--- src/rtl/smem_ctrl.sv ---
module smem_ctrl #(
  parameter int NWF   = 4,
  parameter int QSIZE = 4,
  parameter int LW    = 3,
  parameter int TW    = 4,
  parameter int CW    = 4,
  localparam int WW   = (NWF > 1) ? $clog2(NWF) : 1,
  localparam int IW   = $clog2(QSIZE + 1)
) (
  input  logic              clk,
  input  logic              rst_n,
  input  logic              iss_valid,
  input  logic [1:0]        iss_kind,
  input  logic [WW-1:0]     iss_wf,
  output logic              iss_pop,
  output logic              mem_req_valid,
  output logic [1:0]        mem_req_kind,
  output logic [WW-1:0]     mem_req_wf,
  input  logic              rsp_valid,
  input  logic [1:0]        rsp_kind,
  input  logic [WW-1:0]     rsp_wf,
  input  logic [LW-1:0]     rsp_lat,
  input  logic              srf_can_write,
  input  logic              coissue_en,
  input  logic [TW-1:0]     busy_dur,
  output logic              ret_valid,
  output logic [1:0]        ret_kind,
  output logic [WW-1:0]     ret_wf,
  output logic              srf_we,
  output logic [IW-1:0]     ld_inflight,
  output logic [IW-1:0]     st_inflight,
  output logic [NWF*CW-1:0] outst_all,
  output logic [NWF*CW-1:0] outst_rd,
  output logic [NWF*CW-1:0] outst_wr
);
  localparam int AW = (QSIZE > 1) ? $clog2(QSIZE) : 1;
  localparam int EW = 2 + WW + LW;
  localparam logic [1:0] KLD = 2'd0, KST = 2'd1, KAR = 2'd2;

  logic          sel, retire;
  logic [TW-1:0] bus_t, unit_t;

  for (genvar q = 0; q < 2; q++) begin : g_q
    logic [EW-1:0] mem [QSIZE];
    logic [AW-1:0] rp, wp;
    logic [IW-1:0] cnt;
    logic [LW-1:0] age;
    logic          push, pop;

    assign push = rsp_valid && ((rsp_kind == KST) == (q == 1));
    assign pop  = retire && (sel == (q == 1));

    always_ff @(posedge clk)
      if (push) mem[wp] <= {rsp_kind, rsp_wf, rsp_lat};

    always_ff @(posedge clk) begin
      if (!rst_n) begin
        rp <= '0; wp <= '0; cnt <= '0; age <= '0;
      end else begin
        if (push) wp <= (wp == AW'(QSIZE - 1)) ? '0 : wp + 1'b1;
        if (pop)  rp <= (rp == AW'(QSIZE - 1)) ? '0 : rp + 1'b1;
        cnt <= cnt + IW'(push) - IW'(pop);
        if (pop) age <= '0;
        else if (cnt != 0 && age != {LW{1'b1}}) age <= age + 1'b1;
      end
    end
  end

  logic [EW-1:0] hd;
  logic [LW-1:0] hd_age, hd_lat;
  logic [1:0]    hd_kind;
  logic [WW-1:0] hd_wf;
  logic          have, needs_srf;

  assign sel       = (g_q[0].cnt == 0);
  assign hd        = sel ? g_q[1].mem[g_q[1].rp] : g_q[0].mem[g_q[0].rp];
  assign hd_age    = sel ? g_q[1].age : g_q[0].age;
  assign hd_kind   = hd[EW-1 -: 2];
  assign hd_wf     = hd[LW +: WW];
  assign hd_lat    = hd[LW-1:0];
  assign have      = (g_q[0].cnt != 0) || (g_q[1].cnt != 0);
  assign needs_srf = (hd_kind == KLD) || (hd_kind == KAR);

  assign retire = have && (hd_age >= hd_lat) && (bus_t == 0) &&
                  (!needs_srf || srf_can_write) && (coissue_en || unit_t == 0);

  assign ret_valid = retire;
  assign ret_kind  = hd_kind;
  assign ret_wf    = hd_wf;
  assign srf_we    = retire && needs_srf;

  logic          ret_ld, ret_st, iss_ld, pop_ld, pop_st;
  logic [IW-1:0] ld_eff, st_eff;

  assign ret_ld = retire && !sel;
  assign ret_st = retire && sel;
  assign ld_eff = ld_inflight - IW'(ret_ld);
  assign st_eff = st_inflight - IW'(ret_st);
  assign iss_ld = (iss_kind != KST);
  assign iss_pop = iss_valid && (iss_ld ? (ld_eff < IW'(QSIZE)) : (st_eff < IW'(QSIZE)));
  assign pop_ld = iss_pop && iss_ld;
  assign pop_st = iss_pop && !iss_ld;

  assign mem_req_valid = iss_pop;
  assign mem_req_kind  = iss_kind;
  assign mem_req_wf    = iss_wf;

  always_ff @(posedge clk) begin
    if (!rst_n) begin
      ld_inflight <= '0; st_inflight <= '0; bus_t <= '0; unit_t <= '0;
    end else begin
      ld_inflight <= ld_inflight + IW'(pop_ld) - IW'(ret_ld);
      st_inflight <= st_inflight + IW'(pop_st) - IW'(ret_st);
      if (retire) bus_t <= busy_dur;
      else if (bus_t != 0) bus_t <= bus_t - 1'b1;
      if (retire && !coissue_en) unit_t <= busy_dur;
      else if (unit_t != 0) unit_t <= unit_t - 1'b1;
    end
  end

  for (genvar w = 0; w < NWF; w++) begin : g_wf
    logic [CW-1:0] c_all, c_rd, c_wr;
    logic inc, dec;
    assign inc = iss_pop && (iss_wf == WW'(w));
    assign dec = retire && (hd_wf == WW'(w));

    always_ff @(posedge clk) begin
      if (!rst_n) begin
        c_all <= '0; c_rd <= '0; c_wr <= '0;
      end else begin
        c_all <= c_all + CW'(inc) - CW'(dec);
        c_rd  <= c_rd + CW'(inc && iss_kind != KST) - CW'(dec && hd_kind != KST);
        c_wr  <= c_wr + CW'(inc && iss_kind != KLD) - CW'(dec && hd_kind != KLD);
      end
    end

    assign outst_all[w*CW +: CW] = c_all;
    assign outst_rd[w*CW +: CW]  = c_rd;
    assign outst_wr[w*CW +: CW]  = c_wr;
  end
endmodule

--- config.mk ---
export PLATFORM = sky130hd
export DESIGN_NAME = smem_ctrl
export DESIGN_NICKNAME = d
export VERILOG_FILES = /design/src/rtl/smem_ctrl.sv
export SDC_FILE = /design/constraint.sdc
export NUM_CORES = 1
export LEC_CHECK = 0
export BUFFER_PORTS_ARGS = -buffer_cell sky130_fd_sc_hd__buf_2
export CAP_MARGIN = 20
export CORE_ASPECT_RATIO = 1.5
export CORE_MARGIN = 2
export CORE_UTILIZATION = 40
export DETAILED_ROUTE_END_ITERATION = 10
export PLACE_DENSITY = 0.69
export SLEW_MARGIN = 20
export SYNTH_ARGS = -nofsm -noshare
export SYNTH_HDL_FRONTEND = slang
export SYNTH_SLANG_ARGS = --single-unit
--- constraint.sdc ---
create_clock -name clk -period 4.6 [get_ports clk]
set_clock_uncertainty 0.2 [all_clocks]
set_input_delay 0.23 -clock clk [delete_from_list [all_inputs] [get_ports clk]]
set_output_delay 0.23 -clock clk [all_outputs]
set_load 0.02 [all_outputs]
==> results of run 1 <==
==> cell type report <==
type,instances,area share [%]
Timing Repair Buffer,106,6.90
Clock buffer,18,4.85
Sequential cell,142,38.5
Multi-Input combinational cell,416,41.0
Inverter,83,3.52
Clock inverter,14,1.68
Tap cell,252,3.56
==> report_power, final <==
| group | internal [mW] | switching, mW | total (mW) |
|---|---|---|---|
| Sequential | 1.50 | 0.155 | 1.65 |
| Clock | 0.766 | 0.582 | 1.35 |
| Combinational | 0.737 | 0.857 | 1.59 |
| Total | 3.00 | 1.59 | 4.59 |
==> state kept, by name (all words and copies together) (netlist names), 6 cells and up, named ones only <==
register    count
g_wf.c_rd      16
g_q.cnt         6
g_wf.c_all     16
g_wf.c_wr      16
g_q.mem        56
g_q.age         6
==> Yosys cell counts (all sizes together), types with 8 or more instances <==
library cell	number	area, um2
dfxtp	86	1720
ha	76	951
inv	83	312
clkbuf	11	42.5
nor2	25	93.8
nand2	36	135
fa	16	320
mux2i	12	124
edfxtp	56	1680
and2	53	332
xnor2	45	394
o21ai	20	104
a21oi	17	85.1
nor2b	20	125
a21o	14	106
mux4	14	315
nor3	8	50.1
buf	11	85.1
==> worst max-delay path: cells and delay by family (launching register included) <==
kind / cells / cell delay [ns]
AOI/OAI and AO/OA: 2 / 0.37
xor gates and xnor gates: 1 / 0.13
adders and majority gates: 4 / 1.16
buffers and inverters: 2 / 0.12
DFF: 1 / 0.36
muxes: 2 / 0.66
and+or+nand+nor: 4 / 1.16
==> metal layers <==
layer | share of wire, % | vias up | wire length, um
met5 | 0 | - | 0
met4 | 2.8 | 0 | 412
met3 | 3.5 | 25 | 505
met2 | 54 | 91 | 7890
met1 | 40 | 2313 | 5760
li1 | - | 2428 | -
==> layout by cell type, fill, tap and decap left out, types with 14 or more instances in the layout <==
master and count:
sky130_fd_sc_hd__and2_1 53, sky130_fd_sc_hd__buf_2 86, sky130_fd_sc_hd__xnor2_1 45, sky130_fd_sc_hd__nand2_1 36, sky130_fd_sc_hd__nor2b_1 20, sky130_fd_sc_hd__a21oi_1 17, sky130_fd_sc_hd__dfxtp_1 86, sky130_fd_sc_hd__mux4_2 14
sky130_fd_sc_hd__ha_1 76, sky130_fd_sc_hd__inv_1 82, sky130_fd_sc_hd__fa_1 16, sky130_fd_sc_hd__edfxtp_1 56, sky130_fd_sc_hd__nor2_1 25, sky130_fd_sc_hd__clkbuf_16 17
==> through the flow <==
stage	instances	area (um2)	worst slack, ns
after floorplan	663	7470	0.454
after detailed placement	987	8150	0.292
after CTS	1031	8850	0.292
after global placement	987	8150	0.406
final	1031	8850	0.331
after global routing	1031	8850	0.0353
==> worst paths after layout <==
kind / depth (start not counted) / slack, ns / endpoint
worst min-delay path: 5 / 0.08 / g_q[1].wp[1]
worst min register to register: 2 / 0.31 / g_q[1].wp[1]
worst max register to register: 15 / 0.33 / g_wf[0].c_wr[2]
worst max-delay path: 15 / 0.33 / g_wf[0].c_wr[2]
==> kinds of logic (layout without fill, tap and decap cells) <==
family,Yosys count,in the layout
buf+inv,105,221
simple gates,177,177
compound gates,67,67
xor+xnor,49,49
mux,31,31
fa+ha+maj,92,92
flops,142,142
==> flow_summary.html, run 1 <==
<table>
<tr><th>Metric</th><th>Value</th></tr>
<tr><th colspan="2">Pwr</th></tr>
<tr><td>Reported leakage power</td><td>3.75 nW</td></tr>
<tr><td>Total Power</td><td>4.59 mW</td></tr>
<tr><td>Power density over the cells</td><td>519 mW/mm2</td></tr>
<tr><td>Peak supply drop</td><td>0.260 mV</td></tr>
<tr><th colspan="2">Routing</th></tr>
<tr><td>Number of DRC markers in iteration 0</td><td>193</td></tr>
<tr><td>Post-DR vias/cell</td><td>4.71</td></tr>
<tr><td>Routed wire per std cell</td><td>14.1 um</td></tr>
<tr><td>DRC violation count after routing</td><td>0</td></tr>
<tr><td>Post-DRT Antenna Nets</td><td>0</td></tr>
<tr><td>Via count</td><td>4857</td></tr>
<tr><td>Drt total wl</td><td>14.6 mm</td></tr>
<tr><td>Detailed-routing iteration count for the pre-antenna-repair pass</td><td>6</td></tr>
<tr><th colspan="2">GRT</th></tr>
<tr><td>Total global-route track usage</td><td>15.6%</td></tr>
<tr><td>Routing layer with the top usage in global route</td><td>met2</td></tr>
<tr><td>Via count of the first global-routing pass</td><td>4919</td></tr>
<tr><td>Met2 Use GR</td><td>28.9%</td></tr>
<tr><td>Wire length of the first global-routing pass</td><td>23.6 mm</td></tr>
<tr><td>Antenna violations before repair</td><td>0</td></tr>
<tr><td>Met3 capacity usage during global routing</td><td>3.28%</td></tr>
<tr><td>Maximum number of pins on one net before global-route repair</td><td>45</td></tr>
<tr><td>Congestion Overflow GR</td><td>0</td></tr>
<tr><td>Global-route track usage on met1</td><td>16.5%</td></tr>
<tr><th colspan="2">Placed design</th></tr>
<tr><td>Routability cong.</td><td>0.752</td></tr>
<tr><td>Total of buffers placed on input and output ports</td><td>86</td></tr>
<tr><td>Detailed Place HPWL</td><td>11.2 mm</td></tr>
<tr><th colspan="2">Floorplanning</th></tr>
<tr><td>Number of I/O pins</td><td>87</td></tr>
<tr><td>Number of rows in the core area</td><td>61</td></tr>
<tr><td>Area enclosed by the die boundary</td><td>0.0198 mm2</td></tr>
<tr><td>Die Span X</td><td>116 um</td></tr>
<tr><td>Starting density of the core</td><td>40.6%</td></tr>
<tr><td>Area inside the core boundary</td><td>0.0184 mm2</td></tr>
<tr><td>Die Y-Extent</td><td>171 um</td></tr>
<tr><th colspan="2">Worst setup path</th></tr>
<tr><td>Dominant cell type by count on the critical path</td><td>sky130_fd_sc_hd__ha_1</td></tr>
<tr><td>Critical Path AT</td><td>4.40 ns</td></tr>
<tr><td>List of cells traversed by the critical path</td><td>or3_1, mux2i_1, ha_1, nand2_1, o21a_2, nor4_2, mux2i_1, o21ai_0, ha_1, inv_1, ha_1, inv_1, fa_1, xnor2_1, and2_1</td></tr>
<tr><td>Slowest stage cell, crit path</td><td>sky130_fd_sc_hd__or3_1</td></tr>
<tr><td>CP Data Required Time</td><td>4.73 ns</td></tr>
<tr><td>Nature of the critical path endpoint</td><td>flip-flop</td></tr>
<tr><td>Start point of the critical path</td><td>g_q[0].cnt[1]</td></tr>
<tr><td>Classification of the worst setup path</td><td>flip-flop to flip-flop</td></tr>
<tr><td>Slowest Stage Delay on Critical Path</td><td>0.55 ns</td></tr>
<tr><td>Launch point of the worst reg-to-reg path</td><td>g_q[0].cnt[1]</td></tr>
<tr><td>CP startpoint kind</td><td>flip-flop</td></tr>
<tr><td>Max FO, Critical Path</td><td>9</td></tr>
<tr><th colspan="2">Cells and area</th></tr>
<tr><td>Number of filler instances in the final layout</td><td>1690</td></tr>
<tr><td>Antenna Cells</td><td>0</td></tr>
<tr><td>Ratio of cells with drive above 1 in the final layout</td><td>20.7%</td></tr>
<tr><td>Layout overhead on the synthesized area</td><td>18.4%</td></tr>
<tr><td>Share of the core filled with cells</td><td>48.1%</td></tr>
<tr><td>Sequential cell area</td><td>0.00340 mm2</td></tr>
<tr><td>Multi-input gate area in the final layout</td><td>0.00363 mm2</td></tr>
<tr><td>Layout net count</td><td>879</td></tr>
<tr><th colspan="2">Synth</th></tr>
<tr><td>Unique masters post-synth</td><td>52</td></tr>
<tr><td>Compound-gate portion of the synthesized area</td><td>5.88%</td></tr>
<tr><td>Synthesized-area fraction occupied by and/or/nand/nor cells</td><td>13.3%</td></tr>
<tr><td>Number of flops mapped to enable cells by yosys</td><td>56</td></tr>
<tr><td>Mux contribution to synthesized area</td><td>6.68%</td></tr>
<tr><td>Post-synth design cell area</td><td>0.00747 mm2</td></tr>
<tr><td>Cell count after synthesis</td><td>663</td></tr>
<tr><td>Number of warnings reported in the yosys synthesis log</td><td>0</td></tr>
<tr><td>Number of nets in the synthesized netlist</td><td>776</td></tr>
<tr><td>Post-Synth Adder-Cell Area</td><td>17.0%</td></tr>
<tr><td>Mapped Avg Cell Area</td><td>11.3 um2</td></tr>
<tr><td>Asr flop ratio synth</td><td>0%</td></tr>
<tr><td>Fraction of the yosys area taken by sequential cells</td><td>45.5%</td></tr>
<tr><td>Fraction of synthesized cell area in xor and xnor cells</td><td>5.74%</td></tr>
<tr><td>Combinational family with the most area after synthesis</td><td>adder cells</td></tr>
<tr><td>Ys flop type</td><td>sky130_fd_sc_hd__dfxtp_1</td></tr>
<tr><td>Flip-flop and latch count after synthesis</td><td>142</td></tr>
<tr><th colspan="2">CTS</th></tr>
<tr><td>Post-CTS Setup Repair Bufs</td><td>0</td></tr>
<tr><td>Number of gates resized after CTS</td><td>0</td></tr>
<tr><td>Latest clock arrival within the worst-skew pair</td><td>0.43 ns</td></tr>
<tr><td>CTS tree</td><td>done</td></tr>
<tr><td>CTS H-Tree Depth</td><td>4</td></tr>
<tr><td>Longest Clk Path Bufs</td><td>2</td></tr>
<tr><td>Hold buffer count at CTS</td><td>12</td></tr>
<tr><td>Clock transition time at the flip-flop clock pins of the worst setup and hold paths</td><td>0.06 ns</td></tr>
<tr><td>Number of clock sinks seen by CTS</td><td>142</td></tr>
<tr><td>Number of buffers created by CTS</td><td>17</td></tr>
<tr><td>Master cell of the clock root buffer</td><td>sky130_fd_sc_hd__clkbuf_16</td></tr>
<tr><th colspan="2">STA</th></tr>
<tr><td>Hold Worst Slack</td><td>0.0799 ns</td></tr>
<tr><td>Post-route setup TNS</td><td>0 ns</td></tr>
<tr><td>Minimum clock period after layout</td><td>4.27 ns</td></tr>
<tr><td>Final count of pins violating max slew</td><td>0</td></tr>
<tr><td>Worst-margin pin slew</td><td>0.641 ns</td></tr>
<tr><td>Worst-case headroom to the max-slew limit</td><td>57.3%</td></tr>
<tr><td>Highest clock rate</td><td>0.234 GHz</td></tr>
<tr><td>Number of hold-slack violations in the final timing report</td><td>0</td></tr>
<tr><td>Unrepaired setup endpoints after global routing</td><td>no</td></tr>
<tr><td>Post-route clock period utilization</td><td>92.8%</td></tr>
<tr><td>Setup violators final</td><td>0</td></tr>
<tr><th colspan="2">Outcome</th></tr>
<tr><td>Run status</td><td>finished, final reports clean</td></tr>
<tr><th colspan="2">Hold path</th></tr>
<tr><td>Start point of the worst min-delay path</td><td>rsp_valid</td></tr>
<tr><td>Hold crit path type</td><td>primary input to flip-flop</td></tr>
<tr><th colspan="2">Run</th></tr>
<tr><td>Max cap viols</td><td>0</td></tr>
</table>
Note: power is estimated with default switching activity, not from simulation.
==> run 2: changes to the inputs <==
- PLACE_DENSITY: 0.69 -> 0.71
- clock period: 4.6 -> 3.48 ns (I/O delays scaled with it)
==> run 2 against run 1 <==
  * The run now ends with negative setup slack left
  * First-iteration DRC count grew 9.3%
  * Critical endpoint is now g_wf[3].c_all[2]
  * Highest routed layer unchanged
  * Sequential cell count did not move
  * Via count grew 5.0%
  * Sequential power rose by 33%
==> flow_summary.html, run 2 (synthesis results as in run 1) <==
<table>
<tr><th>Metric</th><th>Value</th></tr>
<tr><th colspan="2">STA</th></tr>
<tr><td>Number of hold-slack violations in the final timing report</td><td>0 (unchanged)</td></tr>
<tr><td>Unrepaired setup endpoints after global routing</td><td>yes (was no)</td></tr>
<tr><td>Worst-case headroom to the max-slew limit</td><td>54.2% (was 57.3%)</td></tr>
<tr><td>Setup violators final</td><td>48 (was 0)</td></tr>
<tr><td>Final count of pins violating max slew</td><td>0 (unchanged)</td></tr>
<tr><td>Hold Worst Slack</td><td>0.103 ns (was 0.0799 ns)</td></tr>
<tr><td>Worst-margin pin slew</td><td>0.687 ns (was 0.641 ns)</td></tr>
<tr><td>Worst-case setup margin in the final layout</td><td>-0.424 ns (was 0.331 ns)</td></tr>
<tr><td>Post-route clock period utilization</td><td>112% (was 92.8%)</td></tr>
<tr><td>Highest clock rate</td><td>0.256 GHz (was 0.234 GHz)</td></tr>
<tr><td>Minimum clock period after layout</td><td>3.90 ns (was 4.27 ns)</td></tr>
<tr><th colspan="2">CTS</th></tr>
<tr><td>Number of clock sinks seen by CTS</td><td>142 (unchanged)</td></tr>
<tr><td>CTS H-Tree Depth</td><td>4 (unchanged)</td></tr>
<tr><td>Longest Clk Path Bufs</td><td>2 (unchanged)</td></tr>
<tr><td>Latest clock arrival within the worst-skew pair</td><td>0.43 ns (about the same)</td></tr>
<tr><td>Number of buffers created by CTS</td><td>17 (unchanged)</td></tr>
<tr><td>Clock transition time at the flip-flop clock pins of the worst setup and hold paths</td><td>0.07 ns (was 0.06 ns)</td></tr>
<tr><td>CTS tree</td><td>done (unchanged)</td></tr>
<tr><td>Master cell of the clock root buffer</td><td>sky130_fd_sc_hd__clkbuf_16 (unchanged)</td></tr>
<tr><th colspan="2">Routing</th></tr>
<tr><td>Met2 Wirelength</td><td>8.90 mm (was 7.89 mm)</td></tr>
<tr><td>Post-DR vias/cell</td><td>4.73 (was 4.71)</td></tr>
<tr><td>Detailed-routing iteration count for the pre-antenna-repair pass</td><td>4 (was 6)</td></tr>
<tr><td>Drt total wl</td><td>16.1 mm (was 14.6 mm)</td></tr>
<tr><td>Highest metal layer used by the detailed router</td><td>met4 (unchanged)</td></tr>
<tr><td>Metal3 WL</td><td>542 um (was 505 um)</td></tr>
<tr><td>Via count</td><td>5102 (was 4857)</td></tr>
<tr><td>Number of DRC markers in iteration 0</td><td>211 (was 193)</td></tr>
<tr><td>Routed wire per std cell</td><td>14.9 um (was 14.1 um)</td></tr>
<tr><td>DRC violation count after routing</td><td>0 (unchanged)</td></tr>
<tr><td>Met1 Routed Length</td><td>6.20 mm (was 5.76 mm)</td></tr>
<tr><td>Post-DRT Antenna Nets</td><td>0 (unchanged)</td></tr>
<tr><th colspan="2">Worst setup path</th></tr>
<tr><td>Max FO, Critical Path</td><td>4 (was 9)</td></tr>
<tr><td>Critical Path AT</td><td>4.03 ns (was 4.40 ns)</td></tr>
<tr><td>Nature of the critical path endpoint</td><td>flip-flop (unchanged)</td></tr>
<tr><td>Buffer and inverter count on the worst path</td><td>4 (was 2)</td></tr>
<tr><td>CP startpoint kind</td><td>flip-flop (unchanged)</td></tr>
<tr><td>List of cells traversed by the critical path</td><td>mux4_2, mux2i_1, ha_1, a21oi_2, o21a_4, buf_6, nor3_4, mux2i_4, buf_6, o211ai_1, ha_2, inv_2, ha_4, inv_2, fa_2, xnor2_1, and2_1 (was or3_1, mux2i_1, ha_1, nand2_1, o21a_2, nor4_2, mux2i_1, o21ai_0, ha_1, inv_1, ha_1, inv_1, fa_1, xnor2_1, and2_1)</td></tr>
<tr><td>Cell family contributing the most delay on the critical path</td><td>adder cells (was simple AND/OR/NAND/NOR gates)</td></tr>
<tr><td>Slowest Stage Delay on Critical Path</td><td>0.52 ns (was 0.55 ns)</td></tr>
<tr><td>Classification of the worst setup path</td><td>flip-flop to flip-flop (unchanged)</td></tr>
<tr><td>Slowest stage cell, crit path</td><td>sky130_fd_sc_hd__mux4_2 (was sky130_fd_sc_hd__or3_1)</td></tr>
<tr><td>CP Data Required Time</td><td>3.61 ns (was 4.73 ns)</td></tr>
<tr><th colspan="2">Floorplanning</th></tr>
<tr><td>Number of rows in the core area</td><td>61 (unchanged)</td></tr>
<tr><td>Number of I/O pins</td><td>87 (unchanged)</td></tr>
<tr><td>Die Y-Extent</td><td>171 um (unchanged)</td></tr>
<tr><td>Area enclosed by the die boundary</td><td>0.0198 mm2 (unchanged)</td></tr>
<tr><td>Area inside the core boundary</td><td>0.0184 mm2 (unchanged)</td></tr>
<tr><td>Starting density of the core</td><td>40.6% (unchanged)</td></tr>
<tr><td>Die Span X</td><td>116 um (unchanged)</td></tr>
<tr><th colspan="2">Pwr</th></tr>
<tr><td>Peak supply drop</td><td>0.406 mV (was 0.260 mV)</td></tr>
<tr><td>Reported leakage power</td><td>3.99 nW (was 3.75 nW)</td></tr>
<tr><td>Power density over the cells</td><td>670 mW/mm2 (was 519 mW/mm2)</td></tr>
<tr><td>Total Power</td><td>6.67 mW (was 4.59 mW)</td></tr>
<tr><th colspan="2">Cells and area</th></tr>
<tr><td>Ratio of cells with drive above 1 in the final layout</td><td>40.1% (was 20.7%)</td></tr>
<tr><td>Largest register by flop count</td><td>g_q.mem (unchanged)</td></tr>
<tr><td>Antenna Cells</td><td>0 (unchanged)</td></tr>
<tr><td>Most common library cell in the layout ignoring fill and taps</td><td>sky130_fd_sc_hd__buf_2</td></tr>
<tr><td>Post-Layout Inst Area</td><td>0.00995 mm2 (was 0.00885 mm2)</td></tr>
<tr><td>Layout overhead on the synthesized area</td><td>33.1% (was 18.4%)</td></tr>
<tr><td>Max reg flops</td><td>56 (unchanged)</td></tr>
<tr><td>Layout net count</td><td>926 (was 879)</td></tr>
<tr><td>Top library cells by usage in the layout, fill and taps aside</td><td>84 x sky130_fd_sc_hd__buf_2, 83 x sky130_fd_sc_hd__dfxtp_1, 56 x sky130_fd_sc_hd__edfxtp_1, 51 x sky130_fd_sc_hd__inv_1, 48 x sky130_fd_sc_hd__and2_1 (was 86 x sky130_fd_sc_hd__dfxtp_1, 86 x sky130_fd_sc_hd__buf_2, 82 x sky130_fd_sc_hd__inv_1, 76 x sky130_fd_sc_hd__ha_1, 56 x sky130_fd_sc_hd__edfxtp_1)</td></tr>
<tr><th colspan="2">Hold path</th></tr>
<tr><td>Hold crit path type</td><td>primary input to flip-flop (unchanged)</td></tr>
<tr><td>Start point of the worst min-delay path</td><td>rsp_valid (unchanged)</td></tr>
<tr><th colspan="2">Placed design</th></tr>
<tr><td>Detailed Place HPWL</td><td>11.7 mm (was 11.2 mm)</td></tr>
<tr><td>Placement Cell Area</td><td>0.00869 mm2 (was 0.00815 mm2)</td></tr>
<tr><td>Worst-case setup slack after placement</td><td>-0.547 ns (was 0.292 ns)</td></tr>
<tr><td>Routability cong.</td><td>0.765 (was 0.752)</td></tr>
<tr><td>Total of buffers placed on input and output ports</td><td>86 (unchanged)</td></tr>
<tr><th colspan="2">GRT</th></tr>
<tr><td>Total global-route track usage</td><td>16.9% (was 15.6%)</td></tr>
<tr><td>Maximum number of pins on one net before global-route repair</td><td>39 (was 45)</td></tr>
<tr><td>Via count of the first global-routing pass</td><td>5211 (was 4919)</td></tr>
<tr><td>Wire length of the first global-routing pass</td><td>25.5 mm (was 23.6 mm)</td></tr>
<tr><td>Congestion Overflow GR</td><td>0 (unchanged)</td></tr>
<tr><td>Antenna violations before repair</td><td>0 (unchanged)</td></tr>
<tr><th colspan="2">Run</th></tr>
<tr><td>Max cap viols</td><td>0 (unchanged)</td></tr>
<tr><th colspan="2">Outcome</th></tr>
<tr><td>Run status</td><td>complete, but fails checks (was finished, final reports clean)</td></tr>
<tr><td>Failing checks</td><td>negative setup slack</td></tr>
</table>
-- run 2: cell count changes in the layout (fill, tap and decap cells not counted), moves of 26 or more --
| cell | delta |
|---|---|
| sky130_fd_sc_hd__ha_1 | -35 |
| sky130_fd_sc_hd__inv_2 | +26 |
| sky130_fd_sc_hd__ha_4 | +29 |
| sky130_fd_sc_hd__inv_1 | -31 |
| sky130_fd_sc_hd__buf_4 | +38 |
-- run 2: stage by stage --
step / setup TNS, ns / cells / util (%)
2_1_floorplan: -7.49 / 663 / -
3_3_place_gp: -16.41 / 1021 / 47.2
3_5_place_dp: -18.52 / 1021 / 47.2
4_1_cts: -16.04 / 1073 / 52.9
5_1_grt: -21.69 / 1078 / 54.1
6_report: -13.20 / 1078 / 54.1
-- run 2: path summary, 6_finish.rpt --
path / endpoint / slack [ns] / cells after the start
worst max register to register: g_wf[3].c_all[2] / -0.42 / 17
worst max-delay path: g_wf[3].c_all[2] / -0.42 / 17
worst min register to register: flip-flop / 0.29 / 2
worst min-delay path: g_q[1].wp[1] / 0.10 / 6
-- run 2: tightest hold or removal path: stages --
cell and delay, ns:
sky130_fd_sc_hd__buf_2 0.13, sky130_fd_sc_hd__inv_1 0.05, sky130_fd_sc_hd__nor2_1 0.04, sky130_fd_sc_hd__buf_4 0.15
sky130_fd_sc_hd__nand2_1 0.06, sky130_fd_sc_hd__a21boi_0 0.07
-- run 2: repair_timing --
action,in CTS,in global routing
gates resized for setup,53,43
endpoints found under the setup margin,58,60
cloned,1,0
pin swaps,28,26
hold buffers,12,0
setup buffers,7,5
hold endpoints to repair,64,0
-- run 2: final cells by class --
class	instances	area (um2)
fill	1539	8450
multi-input combinational	417	4290
sequential	142	3410
timing repair buffer	152	992
clock buffer	17	425
inverter	83	324
tap	252	315
clock inverter	15	191
-- run 2: report_power, final --
group	internal (mW)	total [mW]	switching (mW)
clock network	0.980	1.84	0.863
registers	1.98	2.19	0.216
logic	1.30	2.63	1.33
-- run 2: routing by layer --
layer,global-route usage [%],vias to the layer above
met5,0,-
met4,7.82,0
met3,3.42,27
met2,31.7,98
met1,17.8,2455
li1,-,2522
==> run 3: changes to the inputs <==
- PLACE_DENSITY: 0.71 -> 0.69
- clock period: 3.48 -> 3.7 ns (I/O delays scaled with it)
==> run 3 against run 2 <==
  * The flow still finishes with violations (negative setup slack)
  * Count of clock-buffer cells in the layout up 2
  * Non-clock buffer count decreased by 6
  * Via count is 1.2% lower
  * Sequential share of layout area increased by 0.86 points
  * Combinational power decreased by 11%
  * First-iteration DRC count unchanged
  * Global-route usage shrank 0.48 points
  * Sequential power is 6% lower
  * Routed wire length is 3.3% lower
  * Setup slack better by 0.25 ns
  * Maximum frequency grew 0.84%
  * Critical path depth is 1 higher
  * Largest power group unchanged
==> flow_summary.html, run 3 (synthesis results as in run 1) <==
<table>
<tr><th>Metric</th><th>Value</th></tr>
<tr><th colspan="2">Worst setup path</th></tr>
<tr><td>Classification of the worst setup path</td><td>flip-flop to flip-flop (unchanged)</td></tr>
<tr><td>R2R Setup Slk</td><td>-0.17 ns (was -0.42 ns)</td></tr>
<tr><td>Worst reg2reg path endpoint</td><td>g_wf[2].c_all[2] (was g_wf[3].c_all[2])</td></tr>
<tr><td>Max FO, Critical Path</td><td>7 (was 4)</td></tr>
<tr><td>CP startpoint kind</td><td>flip-flop (unchanged)</td></tr>
<tr><td>Nature of the critical path endpoint</td><td>flip-flop (unchanged)</td></tr>
<tr><td>Critical Path AT</td><td>3.99 ns (was 4.03 ns)</td></tr>
<tr><td>Cell depth of the worst flop-to-flop path</td><td>18 (was 17)</td></tr>
<tr><td>CP Data Required Time</td><td>3.82 ns (was 3.61 ns)</td></tr>
<tr><th colspan="2">STA</th></tr>
<tr><td>Worst-case setup margin in the final layout</td><td>-0.172 ns (was -0.424 ns)</td></tr>
<tr><td>Post-route clock period utilization</td><td>105% (was 112%)</td></tr>
<tr><td>Unrepaired setup endpoints after global routing</td><td>yes (unchanged)</td></tr>
<tr><td>Worst-case headroom to the max-slew limit</td><td>60.2% (was 54.2%)</td></tr>
<tr><td>Highest clock rate</td><td>0.258 GHz (was 0.256 GHz)</td></tr>
<tr><td>Minimum clock period after layout</td><td>3.87 ns (was 3.90 ns)</td></tr>
<tr><td>Number of hold-slack violations in the final timing report</td><td>0 (unchanged)</td></tr>
<tr><td>Final count of pins violating max slew</td><td>0 (unchanged)</td></tr>
<tr><td>Worst-margin pin slew</td><td>0.597 ns (was 0.687 ns)</td></tr>
<tr><td>Setup violators final</td><td>37 (was 48)</td></tr>
<tr><td>Hold Worst Slack</td><td>0.0475 ns (was 0.103 ns)</td></tr>
<tr><th colspan="2">Pwr</th></tr>
<tr><td>Power density over the cells</td><td>627 mW/mm2 (was 670 mW/mm2)</td></tr>
<tr><td>Reported leakage power</td><td>3.91 nW (was 3.99 nW)</td></tr>
<tr><td>Part of the power in the clock network</td><td>27.6% (about the same)</td></tr>
<tr><td>Net switching share of the total power</td><td>34.2% (was 36.2%)</td></tr>
<tr><td>Reg power frac</td><td>33.9% (was 32.9%)</td></tr>
<tr><td>Peak supply drop</td><td>0.344 mV (was 0.406 mV)</td></tr>
<tr><td>Net Switching</td><td>2.08 mW (was 2.41 mW)</td></tr>
<tr><td>Total internal power</td><td>4.00 mW (was 4.26 mW)</td></tr>
<tr><td>Combinational fraction of design power</td><td>38.5% (was 39.5%)</td></tr>
<tr><th colspan="2">Cells and area</th></tr>
<tr><td>Max reg flops</td><td>56 (unchanged)</td></tr>
<tr><td>Largest register by flop count</td><td>g_q.mem (unchanged)</td></tr>
<tr><td>Ratio of cells with drive above 1 in the final layout</td><td>36.9% (was 40.1%)</td></tr>
<tr><td>Most common library cell in the layout ignoring fill and taps</td><td>sky130_fd_sc_hd__buf_2 (unchanged)</td></tr>
<tr><td>Post-route insts no fill</td><td>1071 (was 1078)</td></tr>
<tr><td>Number of filler instances in the final layout</td><td>1574 (was 1539)</td></tr>
<tr><td>Layout net count</td><td>919 (was 926)</td></tr>
<tr><td>Antenna Cells</td><td>0 (unchanged)</td></tr>
<tr><td>Top library cells by usage in the layout, fill and taps aside</td><td>86 x sky130_fd_sc_hd__buf_2, 83 x sky130_fd_sc_hd__dfxtp_1, 59 x sky130_fd_sc_hd__inv_1, 56 x sky130_fd_sc_hd__edfxtp_1, 51 x sky130_fd_sc_hd__and2_1 (was 84 x sky130_fd_sc_hd__buf_2, 83 x sky130_fd_sc_hd__dfxtp_1, 56 x sky130_fd_sc_hd__edfxtp_1, 51 x sky130_fd_sc_hd__inv_1, 48 x sky130_fd_sc_hd__and2_1)</td></tr>
<tr><td>Share of the core filled with cells</td><td>52.8% (was 54.1%)</td></tr>
<tr><td>Layout overhead on the synthesized area</td><td>29.8% (was 33.1%)</td></tr>
<tr><th colspan="2">Floorplanning</th></tr>
<tr><td>Starting density of the core</td><td>40.6% (unchanged)</td></tr>
<tr><td>Die Span X</td><td>116 um (unchanged)</td></tr>
<tr><td>Area inside the core boundary</td><td>0.0184 mm2 (unchanged)</td></tr>
<tr><td>Die Y-Extent</td><td>171 um (unchanged)</td></tr>
<tr><td>Number of I/O pins</td><td>87 (unchanged)</td></tr>
<tr><td>Area enclosed by the die boundary</td><td>0.0198 mm2 (unchanged)</td></tr>
<tr><td>Number of rows in the core area</td><td>61 (unchanged)</td></tr>
<tr><th colspan="2">Placed design</th></tr>
<tr><td>Total of buffers placed on input and output ports</td><td>86 (unchanged)</td></tr>
<tr><td>Routability cong.</td><td>0.761 (was 0.765)</td></tr>
<tr><td>Detailed Place HPWL</td><td>11.4 mm (was 11.7 mm)</td></tr>
<tr><td>Number of placed instances with taps included</td><td>1016 (was 1021)</td></tr>
<tr><th colspan="2">CTS</th></tr>
<tr><td>CTS tree</td><td>done (unchanged)</td></tr>
<tr><td>CTS H-Tree Depth</td><td>4 (unchanged)</td></tr>
<tr><td>Latest clock arrival within the worst-skew pair</td><td>0.43 ns (about the same)</td></tr>
<tr><td>Clock transition time at the flip-flop clock pins of the worst setup and hold paths</td><td>0.06 ns (was 0.07 ns)</td></tr>
<tr><td>Number of clock sinks seen by CTS</td><td>142 (unchanged)</td></tr>
<tr><td>Number of buffers created by CTS</td><td>17 (unchanged)</td></tr>
<tr><td>Longest Clk Path Bufs</td><td>2 (unchanged)</td></tr>
<tr><td>Master cell of the clock root buffer</td><td>sky130_fd_sc_hd__clkbuf_16 (unchanged)</td></tr>
<tr><th colspan="2">Hold path</th></tr>
<tr><td>Worst hold path endpoint</td><td>bus_t[3] (was g_q[1].wp[1])</td></tr>
<tr><td>Hold crit path type</td><td>primary input to flip-flop (unchanged)</td></tr>
<tr><td>Hold-critical path depth</td><td>3 (was 6)</td></tr>
<tr><td>Start point of the worst min-delay path</td><td>rst_n (was rsp_valid)</td></tr>
<tr><th colspan="2">Routing</th></tr>
<tr><td>Via count</td><td>5043 (was 5102)</td></tr>
<tr><td>DRC violation count after routing</td><td>0 (unchanged)</td></tr>
<tr><td>Drt total wl</td><td>15.5 mm (was 16.1 mm)</td></tr>
<tr><td>Number of DRC markers in iteration 0</td><td>211 (unchanged)</td></tr>
<tr><td>Routed wire per std cell</td><td>14.5 um (was 14.9 um)</td></tr>
<tr><td>Post-DRT Antenna Nets</td><td>0 (unchanged)</td></tr>
<tr><td>Post-DR vias/cell</td><td>4.71 (was 4.73)</td></tr>
<tr><td>Detailed-routing iteration count for the pre-antenna-repair pass</td><td>4 (unchanged)</td></tr>
<tr><th colspan="2">Run</th></tr>
<tr><td>Max cap viols</td><td>0 (unchanged)</td></tr>
<tr><th colspan="2">GRT</th></tr>
<tr><td>Via count of the first global-routing pass</td><td>5022 (was 5211)</td></tr>
<tr><td>Antenna violations before repair</td><td>0 (unchanged)</td></tr>
<tr><td>Wire length of the first global-routing pass</td><td>24.6 mm (was 25.5 mm)</td></tr>
<tr><td>Congestion Overflow GR</td><td>0 (unchanged)</td></tr>
<tr><td>Total global-route track usage</td><td>16.4% (was 16.9%)</td></tr>
<tr><td>Maximum number of pins on one net before global-route repair</td><td>32 (was 39)</td></tr>
<tr><th colspan="2">Outcome</th></tr>
<tr><td>Run status</td><td>complete, but fails checks (unchanged)</td></tr>
<tr><td>Failing checks</td><td>negative setup slack (unchanged)</td></tr>
</table>
==> run 3: cell count changes in the layout (fill, tap and decap cells not counted), moves of 4 or more <==
cell and delta:
sky130_fd_sc_hd__buf_6 -4, sky130_fd_sc_hd__clkinv_8 -6, sky130_fd_sc_hd__clkinvlp_4 +5, sky130_fd_sc_hd__ha_1 +6, sky130_fd_sc_hd__ha_4 -7, sky130_fd_sc_hd__inv_1 +8
sky130_fd_sc_hd__inv_2 -6, sky130_fd_sc_hd__inv_8 -6
==> run 3: how the worst max path moves through the flow <==
stage	endpoint	slack [ns]	startpoint
after floorplan	g_q[0].cnt[2]	-0.06	g_q[0].cnt[1]
after global placement	g_wf[3].c_rd[2]	-0.31	flip-flop
after detailed placement	g_wf[0].c_wr[2]	-0.38	flip-flop
after CTS	g_wf[1].c_all[2]	-0.20	flip-flop
after global routing	g_wf[3].c_wr[2]	-0.32	flip-flop
final	g_wf[2].c_all[2]	-0.17	flip-flop
==> run 3: final cells by class <==
cell class	instances	area (um2)	area share, %
Multi-Input combinational cell	416	4150	42.8
Sequential cell	142	3410	35.2
Timing Repair Buffer	146	930	9.58
Clock buffer	19	433	4.46
Inverter	83	319	3.29
Tap cell	252	315	3.25
Clock inverter	13	141	1.46
==> run 3: timing repair <==
item                                    4_1_cts  5_1_grt
setup buffers                                 8        4
gates resized for setup                      68       44
endpoints found under the setup margin       41       42
hold buffers                                 12        0
pin swaps                                    20       30
endpoints found under the hold margin        64        0
==> run 3: power groups by stage <==
stage	combinational, mW	clock (mW)	sequential [mW]
after detailed placement	2.13	0	2.08
final	2.35	1.68	2.06
after global placement	2.10	0	2.08
after global routing	2.59	1.79	2.10
after floorplan	1.40	0	2.23
after CTS	2.26	1.71	2.06
==> run 3: through the flow <==
stage          total power [mW]  instance area (um2)  worst slack [ns]  setup TNS, ns
2_1_floorplan              3.63                 7590           -0.0632         -0.417
4_1_cts                    6.03                 9500            -0.202          -4.37
6_report                   6.09                 9710            -0.172          -3.19
3_3_place_gp               4.18                 8470            -0.309          -7.91
3_5_place_dp               4.22                 8470            -0.382         -10.27
5_1_grt                    6.48                 9710            -0.319          -9.09
==> run 3: routing by layer <==
layer	GRT usage, %	wire length, um	vias to the layer above
met5	0	0	-
met4	5.02	221	0
met3	4.05	512	14
met2	31.8	8740	81
met1	17.0	6060	2445
li1	-	-	2503
==> run 3: worst max-delay path: stages (launching register included) <==
cell	delay, ns
sky130_fd_sc_hd__dfxtp_4	0.38
sky130_fd_sc_hd__mux4_2	0.53
sky130_fd_sc_hd__mux2i_2	0.17
sky130_fd_sc_hd__ha_1	0.28
sky130_fd_sc_hd__a21oi_2	0.18
sky130_fd_sc_hd__o21a_4	0.18
sky130_fd_sc_hd__nor4_4	0.04
sky130_fd_sc_hd__buf_4	0.18
sky130_fd_sc_hd__mux2i_4	0.19
sky130_fd_sc_hd__buf_6	0.15
sky130_fd_sc_hd__buf_4	0.14
sky130_fd_sc_hd__o21ai_4	0.13
sky130_fd_sc_hd__ha_4	0.21
sky130_fd_sc_hd__inv_2	0.06
sky130_fd_sc_hd__ha_4	0.12
sky130_fd_sc_hd__inv_2	0.03
sky130_fd_sc_hd__fa_2	0.32
sky130_fd_sc_hd__xnor2_1	0.12
sky130_fd_sc_hd__and2_1	0.15
